$ cat src/rtl/i2c_disp_pkg.sv
package i2c_disp_pkg;
  parameter int BYTE_W = 8;
  parameter int SYNC_STAGES = 2;
  parameter logic [5:0] DEV_ADDR_HI = 6'b011110;

  typedef enum logic [2:0] {
    EG_IDLE,
    EG_RX,
    EG_ACKW,
    EG_ACK,
    EG_TX,
    EG_MACK,
    EG_MACKF
  } eng_state_t;
endpackage

$ cat src/rtl/i2c_line_sync.sv
module i2c_line_sync #(
  parameter int STAGES = 2
) (
  input  logic clk,
  input  logic rst,
  input  logic scl_in,
  input  logic sda_in,
  output logic scl_lvl,
  output logic sda_lvl,
  output logic scl_rise,
  output logic scl_fall,
  output logic start_det,
  output logic stop_det
);
  logic [STAGES-1:0] scl_pipe, sda_pipe;
  logic scl_q, sda_q;

  always_ff @(posedge clk) begin
    if (rst) begin
      scl_pipe <= '1;
      sda_pipe <= '1;
      scl_q    <= 1'b1;
      sda_q    <= 1'b1;
    end else begin
      scl_pipe <= {scl_pipe[STAGES-2:0], scl_in};
      sda_pipe <= {sda_pipe[STAGES-2:0], sda_in};
      scl_q    <= scl_pipe[STAGES-1];
      sda_q    <= sda_pipe[STAGES-1];
    end
  end

  assign scl_lvl   = scl_pipe[STAGES-1];
  assign sda_lvl   = sda_pipe[STAGES-1];
  assign scl_rise  = scl_lvl & ~scl_q;
  assign scl_fall  = ~scl_lvl & scl_q;
  assign start_det = scl_lvl & scl_q & sda_q & ~sda_lvl;
  assign stop_det  = scl_lvl & scl_q & ~sda_q & sda_lvl;
endmodule

$ cat src/rtl/i2c_byte_engine.sv
module i2c_byte_engine
  import i2c_disp_pkg::*;
#(
  parameter int W = BYTE_W,
  parameter logic [5:0] ADDR_HI = DEV_ADDR_HI
) (
  input  logic         clk,
  input  logic         rst,
  input  logic         addr_lsb,
  input  logic         scl_lvl,
  input  logic         sda_lvl,
  input  logic         scl_rise,
  input  logic         scl_fall,
  input  logic         start_det,
  input  logic         stop_det,
  input  logic [W-1:0] rd_data,
  output logic         sda_oe,
  output logic         rd_req,
  output logic         wr_valid,
  output logic [W-1:0] wr_byte,
  output logic         frame_start
);
  localparam int CNT_W = $clog2(W + 1);

  eng_state_t       st;
  logic [CNT_W-1:0] bitcnt;
  logic [W-1:0]     rx_sr, tx_sr, rx_full;
  logic             addr_phase, reading;

  assign rx_full = {rx_sr[W-2:0], sda_lvl};

  always_ff @(posedge clk) begin
    if (rst) begin
      st          <= EG_IDLE;
      bitcnt      <= '0;
      rx_sr       <= '0;
      tx_sr       <= '0;
      addr_phase  <= 1'b0;
      reading     <= 1'b0;
      sda_oe      <= 1'b0;
      rd_req      <= 1'b0;
      wr_valid    <= 1'b0;
      wr_byte     <= '0;
      frame_start <= 1'b0;
    end else begin
      rd_req      <= 1'b0;
      wr_valid    <= 1'b0;
      frame_start <= 1'b0;
      if (stop_det) begin
        st     <= EG_IDLE;
        sda_oe <= 1'b0;
      end else if (start_det) begin
        st          <= EG_RX;
        bitcnt      <= '0;
        addr_phase  <= 1'b1;
        reading     <= 1'b0;
        sda_oe      <= 1'b0;
        frame_start <= 1'b1;
      end else begin
        unique case (st)
          EG_IDLE: ;
          EG_RX: if (scl_rise) begin
            rx_sr  <= rx_full;
            bitcnt <= bitcnt + 1'b1;
            if (bitcnt == CNT_W'(W - 1)) begin
              if (addr_phase) begin
                if (rx_full[W-1:1] == {ADDR_HI, addr_lsb}) begin
                  reading    <= rx_full[0];
                  addr_phase <= 1'b0;
                  st         <= EG_ACKW;
                end else begin
                  st <= EG_IDLE;
                end
              end else begin
                wr_valid <= 1'b1;
                wr_byte  <= rx_full;
                st       <= EG_ACKW;
              end
            end
          end
          EG_ACKW: if (scl_fall) begin
            sda_oe <= 1'b1;
            st     <= EG_ACK;
          end
          EG_ACK, EG_MACKF: if (scl_fall) begin
            bitcnt <= '0;
            if (reading) begin
              rd_req <= 1'b1;
              tx_sr  <= rd_data;
              sda_oe <= ~rd_data[W-1];
              st     <= EG_TX;
            end else begin
              sda_oe <= 1'b0;
              st     <= EG_RX;
            end
          end
          EG_TX: begin
            if (scl_rise) begin
              bitcnt <= bitcnt + 1'b1;
            end else if (scl_fall) begin
              if (bitcnt == CNT_W'(W)) begin
                sda_oe <= 1'b0;
                st     <= EG_MACK;
              end else begin
                tx_sr  <= tx_sr << 1;
                sda_oe <= ~tx_sr[W-2];
              end
            end
          end
          EG_MACK: if (scl_rise) begin
            st <= sda_lvl ? EG_IDLE : EG_MACKF;
          end
          default: st <= EG_IDLE;
        endcase
      end
    end
  end

  AST_IDLE_RELEASED: assert property (@(posedge clk) disable iff (rst)
    (st == EG_IDLE) |-> !sda_oe);
  AST_STOP_TO_IDLE: assert property (@(posedge clk) disable iff (rst)
    stop_det |=> (st == EG_IDLE));
  AST_START_TO_ADDR: assert property (@(posedge clk) disable iff (rst)
    start_det |=> (st == EG_RX && bitcnt == '0 && addr_phase));
  AST_OE_RISE_SCL_LOW: assert property (@(posedge clk) disable iff (rst)
    $rose(sda_oe) |-> !scl_lvl);
  AST_RDREQ_PULSE: assert property (@(posedge clk) disable iff (rst)
    rd_req |=> !rd_req);
  AST_NACK_NO_REQ: assert property (@(posedge clk) disable iff (rst)
    (st == EG_IDLE) |-> !rd_req);
endmodule

$ cat src/rtl/ctl_stream_parser.sv
module ctl_stream_parser
  import i2c_disp_pkg::*;
#(
  parameter int W = BYTE_W
) (
  input  logic         clk,
  input  logic         rst,
  input  logic         frame_start,
  input  logic         wr_valid,
  input  logic [W-1:0] wr_byte,
  output logic         cmd_valid,
  output logic [W-1:0] cmd_byte,
  output logic         ram_valid,
  output logic [W-1:0] ram_byte,
  output logic         dc_last
);
  localparam int CO_BIT = W - 1;
  localparam int DC_BIT = W - 2;

  logic want_ctl, streaming;

  always_ff @(posedge clk) begin
    if (rst) begin
      want_ctl  <= 1'b1;
      streaming <= 1'b0;
      dc_last   <= 1'b0;
      cmd_valid <= 1'b0;
      ram_valid <= 1'b0;
      cmd_byte  <= '0;
      ram_byte  <= '0;
    end else begin
      cmd_valid <= 1'b0;
      ram_valid <= 1'b0;
      if (frame_start) begin
        want_ctl  <= 1'b1;
        streaming <= 1'b0;
      end else if (wr_valid) begin
        if (want_ctl) begin
          dc_last   <= wr_byte[DC_BIT];
          streaming <= ~wr_byte[CO_BIT];
          want_ctl  <= 1'b0;
        end else begin
          if (dc_last) begin
            ram_valid <= 1'b1;
            ram_byte  <= wr_byte;
          end else begin
            cmd_valid <= 1'b1;
            cmd_byte  <= wr_byte;
          end
          if (!streaming) want_ctl <= 1'b1;
        end
      end
    end
  end

  AST_PORT_EXCL: assert property (@(posedge clk) disable iff (rst)
    !(cmd_valid && ram_valid));
  AST_CMD_PULSE: assert property (@(posedge clk) disable iff (rst)
    cmd_valid |=> !cmd_valid);
  AST_PAIR_RETURNS_CTL: assert property (@(posedge clk) disable iff (rst)
    (wr_valid && !want_ctl && !streaming && !frame_start) |=> want_ctl);
  AST_STREAM_HOLDS: assert property (@(posedge clk) disable iff (rst)
    (streaming && !want_ctl && !frame_start) |=> !want_ctl);
endmodule

$ cat src/rtl/i2c_disp_slave.sv
module i2c_disp_slave
  import i2c_disp_pkg::*;
(
  input  logic              clk,
  input  logic              rst,
  input  logic              addr_lsb,
  input  logic              scl_in,
  input  logic              sda_in,
  output logic              sda_oe,
  output logic              cmd_valid,
  output logic [BYTE_W-1:0] cmd_byte,
  output logic              ram_valid,
  output logic [BYTE_W-1:0] ram_byte,
  output logic              rd_req,
  output logic              rd_sel_ram,
  input  logic [BYTE_W-1:0] rd_data
);
  logic scl_lvl, sda_lvl, scl_rise, scl_fall, start_det, stop_det;
  logic wr_valid, frame_start;
  logic [BYTE_W-1:0] wr_byte;

  i2c_line_sync #(.STAGES(SYNC_STAGES)) u_sync (
    .clk(clk), .rst(rst), .scl_in(scl_in), .sda_in(sda_in),
    .scl_lvl(scl_lvl), .sda_lvl(sda_lvl), .scl_rise(scl_rise),
    .scl_fall(scl_fall), .start_det(start_det), .stop_det(stop_det)
  );

  i2c_byte_engine #(.W(BYTE_W), .ADDR_HI(DEV_ADDR_HI)) u_eng (
    .clk(clk), .rst(rst), .addr_lsb(addr_lsb),
    .scl_lvl(scl_lvl), .sda_lvl(sda_lvl), .scl_rise(scl_rise),
    .scl_fall(scl_fall), .start_det(start_det), .stop_det(stop_det),
    .rd_data(rd_data), .sda_oe(sda_oe), .rd_req(rd_req),
    .wr_valid(wr_valid), .wr_byte(wr_byte), .frame_start(frame_start)
  );

  ctl_stream_parser #(.W(BYTE_W)) u_parse (
    .clk(clk), .rst(rst), .frame_start(frame_start),
    .wr_valid(wr_valid), .wr_byte(wr_byte),
    .cmd_valid(cmd_valid), .cmd_byte(cmd_byte),
    .ram_valid(ram_valid), .ram_byte(ram_byte), .dc_last(rd_sel_ram)
  );
endmodule

$ cat config.mk
export PLATFORM = sky130hd
export DESIGN_NAME = i2c_disp_slave
export DESIGN_NICKNAME = d
export VERILOG_FILES = /design/src/rtl/i2c_disp_pkg.sv /design/src/rtl/i2c_line_sync.sv /design/src/rtl/i2c_byte_engine.sv /design/src/rtl/ctl_stream_parser.sv /design/src/rtl/i2c_disp_slave.sv
export SDC_FILE = /design/constraint.sdc
export NUM_CORES = 1
export LEC_CHECK = 0
export ABC_AREA = 1
export BUFFER_PORTS_ARGS = -buffer_cell sky130_fd_sc_hd__buf_2
export CAP_MARGIN = 20
export CORE_MARGIN = 5
export CORE_UTILIZATION = 46
export CTS_BUF_LIST = sky130_fd_sc_hd__clkbuf_8 sky130_fd_sc_hd__clkbuf_16
export CTS_CLUSTER_SIZE = 16
export DETAILED_ROUTE_END_ITERATION = 16
export MAX_ROUTING_LAYER = met4
export PLACE_DENSITY = 0.72
export SLEW_MARGIN = 20
export SYNTH_ARGS = -nofsm -noshare
export SYNTH_HDL_FRONTEND = slang
export SYNTH_SLANG_ARGS = --single-unit
$ cat constraint.sdc
create_clock -name clk -period 1.82 [get_ports clk]
set_input_delay 0.091 -clock clk [delete_from_list [all_inputs] [get_ports clk]]
set_output_delay 0.091 -clock clk [all_outputs]
set_load 0.05 [all_outputs]
* Yosys cells after proc, flatten, opt, wreduce, memory -nomap -nowiden
Cells that the tools add are included.
** Operators by class
- Eq/ne operators :: 29
- Add/sub/neg operators :: 1
- Reduce and logical (&&, ||, !) cells :: 30
- Muxes and demuxes :: 50
- Bitwise operators :: 27
** Operators with widths (count)
- 7-bit two-way mux :: 5
- 3-bit two-way mux :: 10
- 1-bit two-way mux :: 26
- 1-bit inverter :: 20
- 4-bit AND reduction :: 5
- 3-bit != test (second input constant) :: 6
- 3-bit one-hot mux with 6 select lines :: 1
- 9-bit AND reduction :: 2
- 2-bit != test (second input constant) :: 8
- 7-bit one-hot mux with 2 select lines :: 1
- 4-bit two-way mux :: 3
- 6-bit AND reduction :: 2
- 2-bit nonzero test :: 6
- 3-bit == test (second input constant) :: 3
- 4-bit one-hot mux with 2 select lines :: 1
- 8-bit AND reduction :: 1
- 2-bit OR reduction :: 4
- 1-bit AND :: 7
- 7-bit by 6-bit == test with 1-bit output :: 1
- 3-bit by 2-bit == test with 1-bit output (second input constant) :: 2
- 2-bit by 1-bit != test with 1-bit output (second input constant) :: 3
- 3-bit by 2-bit != test with 1-bit output (second input constant) :: 2
- 3-bit nonzero test :: 2
- 6-bit OR reduction :: 1
- other kinds (14) :: 15
** Storage, ports and cells
- Output and inout port bits :: 21
- Register bits after elaboration :: 62
- Word-level logic and storage cells :: 160

* Depth between registers and ports, before layout
- Word-level depth :: 7
- Gate-level depth with buffers :: 11
- Mapped depth without buffers :: 11

* Cells and area by module
Synthesis repeated with hierarchy kept, for this count alone.
** Second synthesis, totals
- Cells, all modules :: 435
- Area total of the unflattened synthesis :: 3026.7 um2
** By module, submodules not included
- i2c_byte_engine :: area an instance 1815.5 um2, cells an instance 285, times used 1, seq. area each 700.7 um2
- ctl_stream_parser :: area an instance 1013.5 um2, cells an instance 126, times used 1, seq. area each 420.4 um2
- i2c_line_sync :: area an instance 197.7 um2, cells an instance 24, times used 1, seq. area each 120.1 um2

* Least setup slack after synthesis
OpenSTA, ideal clock, no wires.
- Path type :: register to register
- Start point :: register u_parse.dc_last
- End point :: register u_parse.cmd_byte[6]
- Slack :: 0.347 ns
- Arrival time :: 1.353 ns
- Required time :: 1.700 ns
- Stages on the path, launching flop included :: 7
- Library setup time :: 0.120 ns
- Cells stage by stage :: dfxtp_1 nor2_1 and3_1 clkbuf_1 buf_2 o21ai_0 a21oi_1
** On the way
- Word-level cells in the longest chain between the ends :: 2
** Ends and longest elaborated chain
- from (decl) :: RTL line ctl_stream_parser.sv:15 : output logic dc_last
- from (signal assigned) :: RTL line ctl_stream_parser.sv:39 : dc_last <= wr_byte[DC_BIT];
- 1-bit inverter (no line)
- 4-bit AND reduction (no line)
- to (signal assigned) :: RTL line ctl_stream_parser.sv:48 : cmd_byte <= wr_byte;
- to (decl) :: RTL line ctl_stream_parser.sv:12 : output logic [W-1:0] cmd_byte,
Every way passes these cells.
A chain may end at the register's enable or synchronous reset.

* Worst setup path in the final report
- Start point :: register u_eng.bitcnt[1]
- End point :: register u_eng.wr_byte[4]
** On the way
- Word-level cells in the longest chain between the ends :: 2
** Ends and longest elaborated chain
- from (decl) :: RTL line i2c_byte_engine.sv:26 : logic [CNT_W-1:0] bitcnt;
- from (signal assigned) :: RTL line i2c_byte_engine.sv:64 : bitcnt <= bitcnt + 1'b1;
- from (signal assigned) :: RTL line i2c_byte_engine.sv:99 : bitcnt <= bitcnt + 1'b1;
- 4-bit by 3-bit == test with 1-bit output :: RTL line i2c_byte_engine.sv:65 : if (bitcnt == CNT_W'(W - 1)) begin
- 6-bit AND reduction (no line)
- to (signal assigned) :: RTL line i2c_byte_engine.sv:76 : wr_byte <= rx_full;
- to (decl) :: RTL line i2c_byte_engine.sv:20 : output logic [W-1:0] wr_byte,
Every way passes these cells.

==> qor.txt <==
Clock Pin Slew Worst Setup and Hold Paths = 0.08 ns
min-delay worst type = input pin to flop
Post-route DRC = 0
mapped cell area = 2680 sq um
Synth Register Bits = 62
RSZ-0062 raised after global routing = false
first-pass GRT wire length = 9.54 mm
Crit. Startpoint = u_eng.bitcnt[1]$_SDFFE_PP0P_
sequential share of the synthesized area = 46.4%
Critical Path RT = 2.05 ns
I/O pin count = 34
Via density = 5.07
Die Area = 7440 sq um
slack of the critical path = 0.222 ns
final worst-path cycle share = 87.8%
Die X = 86.3 microns
Slew Limit Headroom = 63.7%
Clock Path Buffers = 2
maximum clock frequency = 626 MHz
Worst-Margin Slew = 0.545 ns
worst r2r src = u_eng.bitcnt[1]$_SDFFE_PP0P_
EDFF count, synth = 0
First-pass DRT Iterations = 4
switching component of the power = 0.000699 W
Layout area overhead = 18.1%
Warnings, synthesis = 0
ranking of synthesized cells by area = dfxtp_1 (46%), nand2_1 (9.3%), a21oi_1 (7.5%)
via count = 2392
Antenna diodes = 0
number of global-route vias before repair = 2201
CP Capture Type = flop
syn nets = 370
Comb pwr share = 4.6%
share of cells above drive strength 1 = 22.0%
Die Ht = 86.3 microns
initial core utilization = 48.0%
ys async rst share = 0%
Port-buffer cells = 33
gr ovfl total = 0
largest net degree at the start of global routing = 28
Hold Violations, Final = 0
Worst Path Arrival = 1.83 ns
Max H-tree Level = 3
Post-synth top flop = dfxtp_1
WL final = 5.67 mm
commonest cells after routing, fill and taps aside = nand2_1 (66), dfxtp_1 (62), a21oi_1 (40), nor2_1 (39), buf_2 (33)
Num CTS Buffers = 9
setup TNS = 0 ns
total of max-cap violations = 0
pwr/cell area = 919 nW/um^2
Placement Setup Slack = 0.195 ns
leakage power = 1.42 nW
core box area = 5570 sq um
initial antenna violation count = 0
crit path launch type = flop
run status = completed
Yosys top cell area share = 46.4%
CTS tree = yes
Synth cell types = 35
post-layout min period = 1.60 ns
Cells after Synth = 355
CTS sink count = 62
clk_lat worst skew = 0.35 ns
dpl hpwl = 3.98 mm
Max FO, Critical Path = 9
leading cell type in the layout, fill and taps excluded = nand2_1
Pint = 0.00221 W
clock network power share = 48.1%
largest area contributor in the netlist = dfxtp_1
final net count = 410
num rows = 27
average size of a mapped cell = 7.54 sq um
GP Congestion = 0.830
Iteration-0 DRC Markers = 189
Reg power frac = 47.3%
sw frac = 24.1%
final setup vio count = 0
post-route ant nets = 0
Global Route Usage Sum = 16.5%
Max IR drop VDD = 0.000529 V
Final Skew = 0.00644 ns
min-delay src = rd_data[7]
Root Driver = clkbuf_8
critical path type = flop to flop
Max Transition Viols Final = 0
routed length per placed instance = 12.0 microns
-- final cells by class --
| class | instances | area, sq um |
|---|---|---|
| clock buffer | 9 | 124 |
| clock inverter | 7 | 105 |
| fill | 532 | 2410 |
| inverter | 39 | 151 |
| multi-input combinational | 244 | 1230 |
| sequential | 62 | 1240 |
| tap | 72 | 90.1 |
| timing repair buffer | 39 | 215 |
-- timing repair --
action / in CTS / in global routing
endpoints found under the setup margin: 0 / 5
hold buffers: 2 / 0
gates resized for setup: 0 / 1
hold endpoints to repair: 2 / 0
setup buffers: 0 / 0
-- path summary, 6_finish.rpt --
path                                                 endpoint  slack [ns]  cells after the start
worst max-delay path            u_eng.wr_byte[4]$_SDFFE_PP0P_        0.22                      8
worst min register to register  u_sync.scl_pipe[1]$_SDFF_PP1_        0.41                      1
worst min-delay path                u_eng.sda_oe$_SDFFE_PP0P_        0.05                      4
worst max register to register  u_eng.wr_byte[4]$_SDFFE_PP0P_        0.22                      8
-- metrics by stage --
stage	hold WS, ns	power [W]	utilization, %	area, sq um	cells
2_1_floorplan	0.195	0.00150	-	2680	355
3_3_place_gp	0.273	0.00153	52.2	2910	454
3_5_place_dp	0.277	0.00154	52.2	2910	454
4_1_cts	0.0424	0.00292	56.7	3160	472
5_1_grt	0.0521	0.00301	56.7	3160	472
6_report	0.0518	0.00291	56.7	3160	472
-- flip-flops by register name, indices dropped and copies added (netlist names), 2 cells and up --
register          cells
u_eng.wr_byte         8
u_eng.rx_sr           7
u_eng.tx_sr           7
u_sync.scl_pipe       2
u_parse.cmd_byte      8
u_eng.st              3
u_sync.sda_pipe       2
u_eng.bitcnt          4
u_parse.ram_byte      8
-- cell families (layout without fill, tap and decap cells) --
family,Yosys count,after routing,share of synthesized area (%)
buffers and inverters,49,94,7.58
DFF,62,62,46.4
and+or+nand+nor,151,151,27.0
xor gates and xnor gates,2,2,0.655
AOI/OAI and AO/OA,89,89,17.4
adders and majority gates,2,2,0.935
-- power by group through the flow --
stage               Sequential [W]  Clock [W]  Combinational, W
finish                     0.00137    0.00140          0.000134
global route               0.00138    0.00148          0.000153
CTS                        0.00137    0.00141          0.000134
detailed placement         0.00141          0          0.000129
global placement           0.00141          0          0.000127
floorplan                  0.00140          0         0.0000947
-- metal layers --
layer | global-route usage [%] | up-vias | part of all wire, %
met5 | - | - | 0
met4 | 8.64 | 0 | 2.6
met3 | 4.47 | 13 | 3.4
met2 | 25.4 | 42 | 47
met1 | 19.8 | 1097 | 47
li1 | - | 1240 | -
-- critical path, stage by stage, from the launching register on --
cell	delay (ns)
dfxtp_1	0.39
ha_1	0.18
nand2_1	0.08
nor2_2	0.17
nand2_1	0.14
inv_2	0.09
nand4_4	0.17
o21ai_0	0.20
a21oi_1	0.06
-- synthesized netlist by cell type (3+ instances only) --
cell      number
nand3_1       18
inv_2          8
nand2_2        4
or2_2          4
nand3_2        6
o21ai_0       31
a21oi_1       40
nand2_1       66
o21ai_1       10
dfxtp_1       62
nand2_4        3
inv_1         30
nor2_1        40
clkbuf_1       6
Note: power is estimated with default switching activity, not from simulation.
